<file path="config.mk">
export PLATFORM = sky130hd
export DESIGN_NAME = exc_seq
export DESIGN_NICKNAME = d
export VERILOG_FILES = /design/src/rtl/exc_seq.sv
export SDC_FILE = /design/constraint.sdc
export NUM_CORES = 1
export LEC_CHECK = 0
export CORE_MARGIN = 8
export CORE_UTILIZATION = 50
export CTS_BUF_LIST = sky130_fd_sc_hd__clkbuf_4
export DETAILED_ROUTE_END_ITERATION = 8
export GPL_TIMING_DRIVEN = 0
export PLACE_DENSITY_LB_ADDON = 0.2
export SYNTH_ARGS = -nofsm -noshare
export SYNTH_HDL_FRONTEND = slang
export SYNTH_SLANG_ARGS = --single-unit
</file>
<file path="constraint.sdc">
create_clock -name clk -period 2 [get_ports clk]
set_input_delay 0.2 -clock clk [delete_from_list [all_inputs] [get_ports clk]]
set_output_delay 0.2 -clock clk [all_outputs]
set_load 0.1 [all_outputs]
</file>
<file path="src/rtl/exc_seq.sv">
module exc_seq (
  input  logic       clk,
  input  logic       rst_n,
  input  logic       req_reset,
  input  logic       req_addr_err,
  input  logic       req_bus_err,
  input  logic       req_trace,
  input  logic       req_irq,
  input  logic       req_illegal,
  input  logic       req_priv,
  input  logic       req_trap,
  input  logic       insn_boundary,
  input  logic       stack_busy,
  output logic       exc_start,
  output logic [2:0] exc_code,
  output logic [7:0] exc_sel,
  output logic       abort_insn
);
  localparam int NE = 8;
  localparam int CW = $clog2(NE);

  logic [NE-1:0] req, pend, clr;
  logic          run_g0, bnd_hold;
  logic          fire, at_bnd, g0_any, g1_any, trap_kill;
  logic [CW-1:0] pick;

  assign req = {req_trap, req_priv, req_illegal, req_irq,
                req_trace, req_bus_err, req_addr_err, req_reset};

  assign g0_any    = |pend[2:0];
  assign g1_any    = |pend[6:3];
  assign at_bnd    = insn_boundary | bnd_hold;
  assign trap_kill = pend[1] | pend[2] | pend[5] | pend[6];

  always_comb begin
    fire = 1'b0;
    pick = '0;
    if (pend[0]) begin
      fire = 1'b1;
      pick = CW'(0);
    end else if (g0_any) begin
      if (!(stack_busy && run_g0)) begin
        fire = 1'b1;
        pick = pend[1] ? CW'(1) : CW'(2);
      end
    end else if (!stack_busy) begin
      if (at_bnd && g1_any) begin
        fire = 1'b1;
        if (pend[3])      pick = CW'(3);
        else if (pend[4]) pick = CW'(4);
        else if (pend[5]) pick = CW'(5);
        else              pick = CW'(6);
      end else if (pend[7] && !trap_kill) begin
        fire = 1'b1;
        pick = CW'(7);
      end
    end
  end

  assign clr = (fire ? (NE'(1) << pick) : '0) | {trap_kill, {(NE-1){1'b0}}};

  always_ff @(posedge clk or negedge rst_n) begin
    if (!rst_n) begin
      pend       <= '0;
      run_g0     <= 1'b0;
      bnd_hold   <= 1'b0;
      exc_start  <= 1'b0;
      exc_code   <= '0;
      exc_sel    <= '0;
      abort_insn <= 1'b0;
    end else begin
      if (fire && pick == CW'(0)) begin
        pend     <= '0;
        bnd_hold <= 1'b0;
      end else begin
        pend     <= (pend & ~clr) | req;
        bnd_hold <= at_bnd && (fire || stack_busy || (|pend[6:0]));
      end
      if (fire) run_g0 <= (pick <= CW'(2));
      exc_start  <= fire;
      exc_code   <= fire ? pick : '0;
      exc_sel    <= fire ? (NE'(1) << pick) : '0;
      abort_insn <= fire && (pick <= CW'(2));
    end
  end
endmodule

</file>
==> out/metrics.cfg, run 1 <==
[sta]
finalSetupViolCount = 0
tightest_slew_ns = 0.9951
relSlewSlack_pct = 33.45
layout_min_cycle_time_ns = 1.881
final_max_slew_viol_count = 0
tns_ns = 0
hold_viol_final = 0
grt_setup_unrepaired = no
clock.fmax_mhz = 531.5
period_share_pct = 94.07
clock-skew-final_ns = 0.003021
fin_ws_ns = 0.1186

[die]
die_area_um2 = 3832
core_area_um2 = 1982
row_count = 16
die_w_um = 61.90
fp.dieH_um = 61.90
io_pins = 25
initial_utilization_pct = 53.16

[synth]
yosys.area.top_type = dfrtp_1
netlist_instances = 94
avgSynthCellArea_um2 = 11.21
synthMuxAreaShare_pct = 0
ys_types = 36
synth_seq_cells = 23
synth_top_family_by_area = simple AND/OR/NAND/NOR gates
netlist_top_cells_area = dfrtp_1 55%, nor2_1 5.3%, a2111oi_4 2.6%
synthXorXnorAreaFrac_pct = 0
synth_compound_area_share_pct = 17.93
syn_area_um2 = 1054
synth_edf_count = 0
synthSimpleGateAreaFrac_pct = 23.40
synthArstFlopShare_pct = 100.0
synth_top_area_share_pct = 54.63
yosysWarnings = 0
synth_common_cells = 23 x dfrtp_1, 15 x nor2_1, 7 x inv_1
synthAdderAreaFrac_pct = 0
syn-num-nets = 106
synthFlopType = dfrtp_1
ys_seq_area_share_pct = 54.63
synthMostInstantiatedCell = dfrtp_1

[layout]
multiInputGateArea_um2 = 441.7
seq_area_um2 = 575.6
fillers = 141
syn_to_final_growth_pct = 32.54
layout-drive-gt1-share_pct = 16.39
antenna_cells = 0
final_cell_area_um2 = 1396
final_nets = 135

[power]
internal_power_mw = 0.7288
p_seq_share_pct = 45.3
clkPwrFrac_pct = 18.5
powerDensity_nw_per_um2 = 867.9
max-vdd-ir-drop_uv = 706.9
comb_power_share_pct = 36.2
sw_frac_of_total_pct = 39.86
p_leak_nw = 0.7807
p_switching_mw = 0.4830

[worst_setup_path]
crit_type = register to register
crit_chain = or3_4 > nor3_2 > nand2_2 > o41ai_1 > a21oi_1
required_ns = 2.18
endpoint_kind = register
crit_fanout = 8
cp_slowest_stage_delay_ns = 0.47
start_kind = register
critPathArrivalTime_ns = 2.06
cp_slowest_cell = dfrtp_1

[clock_network]
clk_transition_reported_paths_ns = 0.12
cts_sinks = 23
clockBufferDepth = 2
cts_max_level = 1
cts_tree = done
insertion_delay_ns = 0.31
cts_made_buffers = 3
root_buffer = clkbuf_4

[routing]
ant_nets = 0
wl_per_cell_um = 14.47
drc = 0
drt_wl_total_mm = 2.156
via_per_inst = 5.235
first_pass_iters = 6
vias = 780
drt_iter0_markers = 27

[global_routing]
grt.total_usage_pct = 12.79
grt_max_degree = 24
grt_pass1_vias = 789
grt_pass1_wl_mm = 3.663
antenna_found_initial = 0
overflow = 0

[placement]
gp_congestion = 0.9199
io_buffers = 24
dpl_worst_slack_ns = -0.1130
dp_hpwl_mm = 1.568
place_area_um2 = 1328

[run_status]
status = finished clean

[job]
cap_viol_max_count = 0

[worst_hold_path]
hold_class = input pin to register

[flip-flops by register name, summed over array words and instances (netlist names)]
register	flops
exc_sel	8
pend	8
exc_code	3
abort_insn	1
bnd_hold	1
exc_start	1
run_g0	1
[power groups by stage]
stage	sequential [mW]	combinational, mW	clock [mW]
6_report	0.549	0.438	0.225
3_5_place_dp	0.558	0.441	0
4_1_cts	0.548	0.441	0.231
5_1_grt	0.556	0.464	0.250
3_3_place_gp	0.555	0.435	0
2_1_floorplan	0.731	0.149	0
[path summary, 6_finish.rpt]
check,to,start,depth (start not counted),slack (ns)
worst max-delay path,pend[6]$_DFF_PN0_,pend[1]$_DFF_PN0_,5,0.12
worst min-delay path,pend[6]$_DFF_PN0_,req_priv,3,0.42
worst max register to register,pend[6]$_DFF_PN0_,pend[1]$_DFF_PN0_,5,0.12
worst min register to register,run_g0$_DFFE_PN0P_,run_g0$_DFFE_PN0P_,2,0.52
max in group asynchronous,pend[6]$_DFF_PN0_,rst_n,1,0.97
min in group asynchronous,pend[3]$_DFF_PN0_,rst_n,1,0.43
[cell type report]
cell class / instances / share of cell area, %
Buffer: 3 / 0.8961
Tap cell: 27 / 2.419
Multi-Input combinational cell: 60 / 31.63
Inverter: 8 / 2.151
Sequential cell: 23 / 41.22
Timing Repair Buffer: 24 / 19.53
Clock buffer: 4 / 2.151
[layer usage]
| metal | track usage, % | vias up | share of wire (%) |
|---|---|---|---|
| li1 | - | 379 | - |
| met1 | 16.30 | 373 | 45 |
| met2 | 20.24 | 24 | 47 |
| met3 | 3.498 | 4 | 7.3 |
| met4 | 4.545 | 0 | 1.2 |
| met5 | 0 | - | 0 |
[metrics by stage]
stage / util [%] / std cells / total power [mW] / hold slack, ns
2_1_floorplan: - / 94 / 0.8799 / -0.09559
3_3_place_gp: 66.98 / 145 / 0.9903 / 0.4938
3_5_place_dp: 66.98 / 145 / 0.9987 / 0.4982
4_1_cts: 68.50 / 149 / 1.220 / 0.4173
5_1_grt: 70.45 / 149 / 1.269 / 0.4214
6_report: 70.45 / 149 / 1.212 / 0.4228
[critical path, delay by kind of cell (launching register included)]
kind	cells	cell delay, ns
simple gates	3	0.75
compound gates	2	0.54
flops	1	0.47
[repair_timing]
action | CTS | global route
hold buffers | 0 | 0
resized for setup | 0 | 14
buffers inserted | 0 | 0
endpoints found under the setup margin | 0 | 14
[cell usage in the layout (no fill, tap or decap), types with 2 or more instances in the layout]
master	n
dfrtp_1	23
nor2_1	15
dlymetal6s2s_1	13
clkdlybuf4s50_1	11
inv_1	7
nand2_1	5
a21oi_1	4
clkbuf_4	4
nor3_1	3
or3_1	2
o21ai_0	2
and3_1	2
nand2b_1	2
and2_1	2
a211oi_2	2
[cells by family (layout without fill, tap and decap cells)]
logic type,count (synthesis),count (layout)
AND/OR/NAND/NOR,41,41
flip-flops,23,23
AO/OA/AOI/OAI,19,19
buffers and inverters,11,39
(Power assumes the default switching activity.)
==> run 2, diff against run 1 <==
--- a/config.mk
+++ b/config.mk
@@ -5,10 +5,14 @@
 export SDC_FILE = /design/constraint.sdc
 export NUM_CORES = 1
 export LEC_CHECK = 0
+export CELL_PAD_IN_SITES_DETAIL_PLACEMENT = 0
+export CELL_PAD_IN_SITES_GLOBAL_PLACEMENT = 2
 export CORE_MARGIN = 8
-export CORE_UTILIZATION = 50
+export CORE_UTILIZATION = 32
 export CTS_BUF_LIST = sky130_fd_sc_hd__clkbuf_4
+export CTS_CLUSTER_DIAMETER = 50
 export DETAILED_ROUTE_END_ITERATION = 8
+export GPL_ROUTABILITY_DRIVEN = 0
 export GPL_TIMING_DRIVEN = 0
 export PLACE_DENSITY_LB_ADDON = 0.2
 export SYNTH_ARGS = -nofsm -noshare
==> out/metrics.cfg, run 2 (synthesis gave the netlist of run 1 again) <==
[die]
io_pins = 25  ; unchanged
core_area_um2 = 3258  ; +64%
die_area_um2 = 5384  ; +41%
row_count = 21  ; +5
die_w_um = 73.38  ; +19%
fp.dieH_um = 73.38  ; +19%
initial_utilization_pct = 32.33  ; -21 points

[layout]
final_common_cell = dfrtp_1
final_cell_area_um2 = 1385  ; -0.81%
final_core_util_pct = 42.51  ; -28 points
reg_top3 = exc_sel (8), pend (8), exc_code (3)
syn_to_final_growth_pct = 31.47
fillers = 348  ; +150%
final_cell_mix = 23 x dfrtp_1, 15 x nor2_1, 11 x clkdlybuf4s50_1
antenna_cells = 0  ; unchanged
seq_area_um2 = 575.6  ; unchanged
fin_cells = 168  ; +13%
layout-drive-gt1-share_pct = 17.21  ; +0.82 points
multiInputGateArea_um2 = 442.9  ; +0.28%
final_nets = 135  ; unchanged

[clock_network]
cts_made_buffers = 3  ; unchanged
cts_max_level = 1  ; unchanged
cts_sinks = 23  ; unchanged
clk_transition_reported_paths_ns = 0.12  ; about the same
insertion_delay_ns = 0.31  ; about the same
cts_setup_buffers = 0  ; unchanged
cts_hold_buf = 0  ; unchanged
clockBufferDepth = 2  ; unchanged
cts_tree = done
root_buffer = clkbuf_4

[routing]
ant_nets = 0  ; unchanged
drt_wl_total_mm = 2.366  ; +9.7%
wl_met1_mm = 1.065  ; +11%
dr_wl_met3_um = 150  ; -4.5%
via_per_inst = 4.637  ; -11%
drt_iter0_markers = 19  ; -30%
vias = 779  ; -0.13%
first_pass_iters = 3  ; -3
drc = 0  ; unchanged
wl_per_cell_um = 14.08  ; -2.7%
top_layer = met4
wl_met2_mm = 1.134  ; +12%

[sta]
clock.fmax_mhz = 534.4  ; +0.53%
clock-skew-final_ns = 0.002892  ; -0.0001289 ns
tightest_slew_ns = 1.020  ; +0.02440 ns
relSlewSlack_pct = 31.82  ; -1.6 points
grt_setup_unrepaired = no
layout_min_cycle_time_ns = 1.871  ; -0.009941 ns
fin_ws_ns = 0.1286  ; +0.009941 ns
final_max_slew_viol_count = 0  ; unchanged
whs_ns = 0.4157  ; -0.007139 ns
hold_viol_final = 0  ; unchanged
finalSetupViolCount = 0  ; unchanged
period_share_pct = 93.57  ; -0.50 points
tns_ns = 0  ; unchanged

[worst_setup_path]
required_ns = 2.18  ; about the same
endpoint_kind = register
crit_type = register to register
r2r_cells = 5  ; unchanged
r2r_setup_slack_ns = 0.13  ; about the same
crit_fanout = 5  ; -3
critPathArrivalTime_ns = 2.05  ; about the same
start_kind = register

[power]
powerDensity_nw_per_um2 = 859.2  ; -1.0%
p_seq_share_pct = 46.0  ; +0.7 points
comb_power_share_pct = 36.2  ; about the same
clkPwrFrac_pct = 17.8  ; -0.7 points
p_leak_nw = 0.6749  ; -14%
power_mw = 1.190  ; -1.8%
sw_frac_of_total_pct = 41.09  ; +1.2 points
internal_power_mw = 0.7010  ; -3.8%
max-vdd-ir-drop_uv = 483.5  ; -32%
p_switching_mw = 0.4891  ; +1.3%

[placement]
io_buffers = 24  ; unchanged
dp_hpwl_mm = 1.797  ; +15%
dpl_worst_slack_ns = -0.1767  ; -0.06370 ns
place_area_um2 = 1351  ; +1.8%
dp.cells = 164  ; +13%

[worst_hold_path]
hold-path-cell-count = 3  ; unchanged
hold_class = input pin to register

[global_routing]
grt_pass1_vias = 775  ; -1.8%
grt_pass1_wl_mm = 3.884  ; +6.0%
grt_max_degree = 24  ; unchanged
grt.total_usage_pct = 9.447  ; -3.3 points
overflow = 0  ; unchanged
antenna_found_initial = 0  ; unchanged

[run_status]
status = finished clean

[job]
cap_viol_max_count = 0  ; unchanged

-- run 2: cell types whose count changed in the layout (fill, tap and decap cells not counted), sizes merged --
cell | before | now
dlygate4sd2 | 0 | 9
dlymetal6s2s | 13 | 4
clkbuf | 5 | 4
clkinv | 0 | 1
-- run 2: area by class of cell --
cell class,count,area share [%]
timing repair buffer,24,17.25
sequential,23,41.55
tap,46,4.155
multi-input combinational,60,31.98
inverter,8,2.168
buffer,3,0.9033
clock inverter,1,0.3613
clock buffer,3,1.626
-- run 2: layer usage --
metal  up-vias  global-route usage, %
li1        378                      -
met1       384                  11.58
met2        15                  14.70
met3         2                  2.729
met4         0                  4.656
met5         -                      0
-- run 2: power by group through the flow --
stage,sequential (mW),clock (mW),combinational [mW]
floorplan,0.731,0,0.149
global placement,0.559,0,0.443
detailed placement,0.560,0,0.445
CTS,0.550,0.227,0.434
global route,0.557,0.245,0.458
finish,0.548,0.212,0.430
-- run 2: final timing paths --
kind                                         to          startpoint
min reg2reg                  run_g0$_DFFE_PN0P_  run_g0$_DFFE_PN0P_
max                           pend[6]$_DFF_PN0_   pend[6]$_DFF_PN0_
min                           pend[6]$_DFF_PN0_            req_priv
min in group asynchronous  exc_sel[2]$_DFF_PN0_               rst_n
max reg2reg                   pend[6]$_DFF_PN0_   pend[6]$_DFF_PN0_
max in group asynchronous  exc_sel[6]$_DFF_PN0_               rst_n
-- run 2: what timing repair did --
action / CTS / global route
hold endpoints to repair: 0 / 0
gates cloned: 0 / 0
gates resized for setup: 9 / 5
setup endpoints to repair: 9 / 5
-- run 2: critical path: stages, from the launching register on --
cell and delay (ns):
dfrtp_1 0.45, nor3b_2 0.32, o2bb2ai_2 0.25, a31oi_4 0.22
o41ai_2 0.40, a21oi_1 0.11
==> run 3, diff against run 2 <==
--- a/config.mk
+++ b/config.mk
@@ -14,7 +14,7 @@
 export DETAILED_ROUTE_END_ITERATION = 8
 export GPL_ROUTABILITY_DRIVEN = 0
 export GPL_TIMING_DRIVEN = 0
-export PLACE_DENSITY_LB_ADDON = 0.2
+export PLACE_DENSITY_LB_ADDON = 0.1
 export SYNTH_ARGS = -nofsm -noshare
 export SYNTH_HDL_FRONTEND = slang
 export SYNTH_SLANG_ARGS = --single-unit
==> out/metrics.cfg, run 3 (synthesis gave the netlist of run 1 again) <==
[routing]
ant_nets = 0  ; unchanged
drt_iter0_markers = 43  ; +24
top_layer = met4
wl_met2_mm = 1.137  ; +0.26%
first_pass_iters = 4  ; +1
wl_met1_mm = 1.007  ; -5.4%
wl_per_cell_um = 14.04  ; -0.34%
dr_wl_met3_um = 197  ; +31%
drc = 0  ; unchanged
drt_wl_total_mm = 2.358  ; -0.34%
via_per_inst = 4.655  ; +0.39%
vias = 782  ; +0.39%

[sta]
clock-skew-final_ns = 0.003365  ; +0.0004733 ns
period_share_pct = 93.20  ; -0.37 points
fin_ws_ns = 0.1360  ; +0.007394 ns
finalSetupViolCount = 0  ; unchanged
final_max_slew_viol_count = 0  ; unchanged
layout_min_cycle_time_ns = 1.864  ; -0.007394 ns
tightest_slew_ns = 1.022  ; +0.002752 ns
relSlewSlack_pct = 31.64  ; -0.18 points
hold_viol_final = 0  ; unchanged
grt_setup_unrepaired = no
tns_ns = 0  ; unchanged
clock.fmax_mhz = 536.5  ; +0.40%

[layout]
antenna_cells = 0  ; unchanged
final_cell_mix = 23 x dfrtp_1, 15 x nor2_1, 11 x clkdlybuf4s50_1
syn_to_final_growth_pct = 32.42
fillers = 331  ; -4.9%
final_core_util_pct = 42.82  ; +0.31 points
final_cell_area_um2 = 1395  ; +0.72%
reg_top3 = exc_sel (8), pend (8), exc_code (3)
final_nets = 135  ; unchanged
multiInputGateArea_um2 = 442.9  ; unchanged
layout-drive-gt1-share_pct = 17.21  ; unchanged
final_common_cell = dfrtp_1
seq_area_um2 = 575.6  ; unchanged

[worst_hold_path]
hp-start = req_priv
hold-path-endpoint = pend[6]$_DFF_PN0_
hold_class = input pin to register
hold-path-cell-count = 3  ; unchanged

[job]
cap_viol_max_count = 0  ; unchanged

[clock_network]
cts_sinks = 23  ; unchanged
cts_hold_buf = 0  ; unchanged
insertion_delay_ns = 0.31  ; about the same
root_buffer = clkbuf_4
clk_transition_reported_paths_ns = 0.12  ; about the same
cts_max_level = 1  ; unchanged
clockBufferDepth = 2  ; unchanged
cts_tree = done
cts_setup_buffers = 0  ; unchanged
cts_made_buffers = 3  ; unchanged

[die]
fp.dieH_um = 73.38  ; unchanged
core_area_um2 = 3258  ; unchanged
die_area_um2 = 5384  ; unchanged
die_w_um = 73.38  ; unchanged
io_pins = 25  ; unchanged
row_count = 21  ; unchanged
initial_utilization_pct = 32.33  ; unchanged

[global_routing]
grt_max_degree = 24  ; unchanged
antenna_found_initial = 0  ; unchanged
grt_pass1_vias = 788  ; +1.7%
overflow = 0  ; unchanged
grt_pass1_wl_mm = 3.815  ; -1.8%
grt.total_usage_pct = 9.199  ; -0.25 points

[worst_setup_path]
reg2reg_to = pend[6]$_DFF_PN0_
crit_buf_inv = 0  ; unchanged
crit_family = simple AND/OR/NAND/NOR gates
start_kind = register
r2r_setup_slack_ns = 0.14  ; about the same
r2r_cells = 5  ; unchanged
crit_type = register to register
cp_slowest_stage_delay_ns = 0.47  ; +0.02 ns
crit_fanout = 8  ; +3
cp_slowest_cell = dfrtp_1
required_ns = 2.18  ; about the same
critPathArrivalTime_ns = 2.04  ; about the same
crit_chain = or3_4 > nor3_2 > nand2_2 > o41ai_2 > a21oi_1
r2r_start = pend[1]$_DFF_PN0_
endpoint_kind = register

[run_status]
status = finished clean

[placement]
dp_hpwl_mm = 1.755  ; -2.3%
dpl_worst_slack_ns = -0.1542  ; +0.02253 ns
io_buffers = 24  ; unchanged
place_area_um2 = 1351  ; unchanged

[power]
powerDensity_nw_per_um2 = 866.3  ; +0.82%
max-vdd-ir-drop_uv = 445.5  ; -7.9%
power_mw = 1.209  ; +1.6%
p_leak_nw = 0.7028  ; +4.1%

-- run 3: cell count changes in the layout (fill, tap and decap cells not counted), sizes merged --
cell	change
clkinv	-1
dlygate4sd2	-2
dlymetal6s2s	+2
clkbuf	+1
-- run 3: final cells by class --
type	instances	area share [%]
plain buffers	3	0.8969
clock buffers	4	2.152
inverters	8	2.152
multi-input cells	60	31.75
flip-flops and latches	23	41.26
well taps	46	4.126
repair buffers	24	17.67
-- run 3: worst max-delay path by stage --
stage / end / depth (start not counted) / slack (ns) / from
floorplan: pend[6]$_DFF_PN0_ / 5 / 0.32 / pend[1]$_DFF_PN0_
global placement: pend[6]$_DFF_PN0_ / 6 / -0.12 / stack_busy
detailed placement: pend[6]$_DFF_PN0_ / 6 / -0.15 / stack_busy
CTS: exc_sel[3] / 1 / 0.002 / exc_sel[3]$_DFF_PN0_
global route: pend[6]$_DFF_PN0_ / 5 / 0.03 / pend[6]$_DFF_PN0_
finish: pend[6]$_DFF_PN0_ / 5 / 0.14 / pend[1]$_DFF_PN0_
-- run 3: tightest hold or removal path: stages --
cell             delay [ns]
clkdlybuf4s50_1        0.40
inv_1                  0.05
a21oi_1                0.05
-- run 3: per-layer routing --
layer,track usage (%),vias up
li1,-,387
met1,10.48,374
met2,14.50,19
met3,4.502,2
met4,3.326,0
met5,0,-
-- run 3: power by group --
group	leakage, nW	total, mW	switching [mW]	internal, mW
clock	0.0184	0.226	0.135	0.0914
combinational	0.395	0.433	0.319	0.114
sequential	0.289	0.549	0.0354	0.514
-- run 3: through the flow --
stage | cells | hold slack, ns
3_3_place_gp | 164 | 0.4856
5_1_grt | 168 | 0.4425
4_1_cts | 168 | 0.4056
3_5_place_dp | 164 | 0.5057
6_report | 168 | 0.4180
2_1_floorplan | 94 | -0.09559
-- run 3: repair_timing --
action,4_1_cts,5_1_grt
endpoints found under the setup margin,7,7
gates resized for setup,7,7
endpoints found under the hold margin,0,0
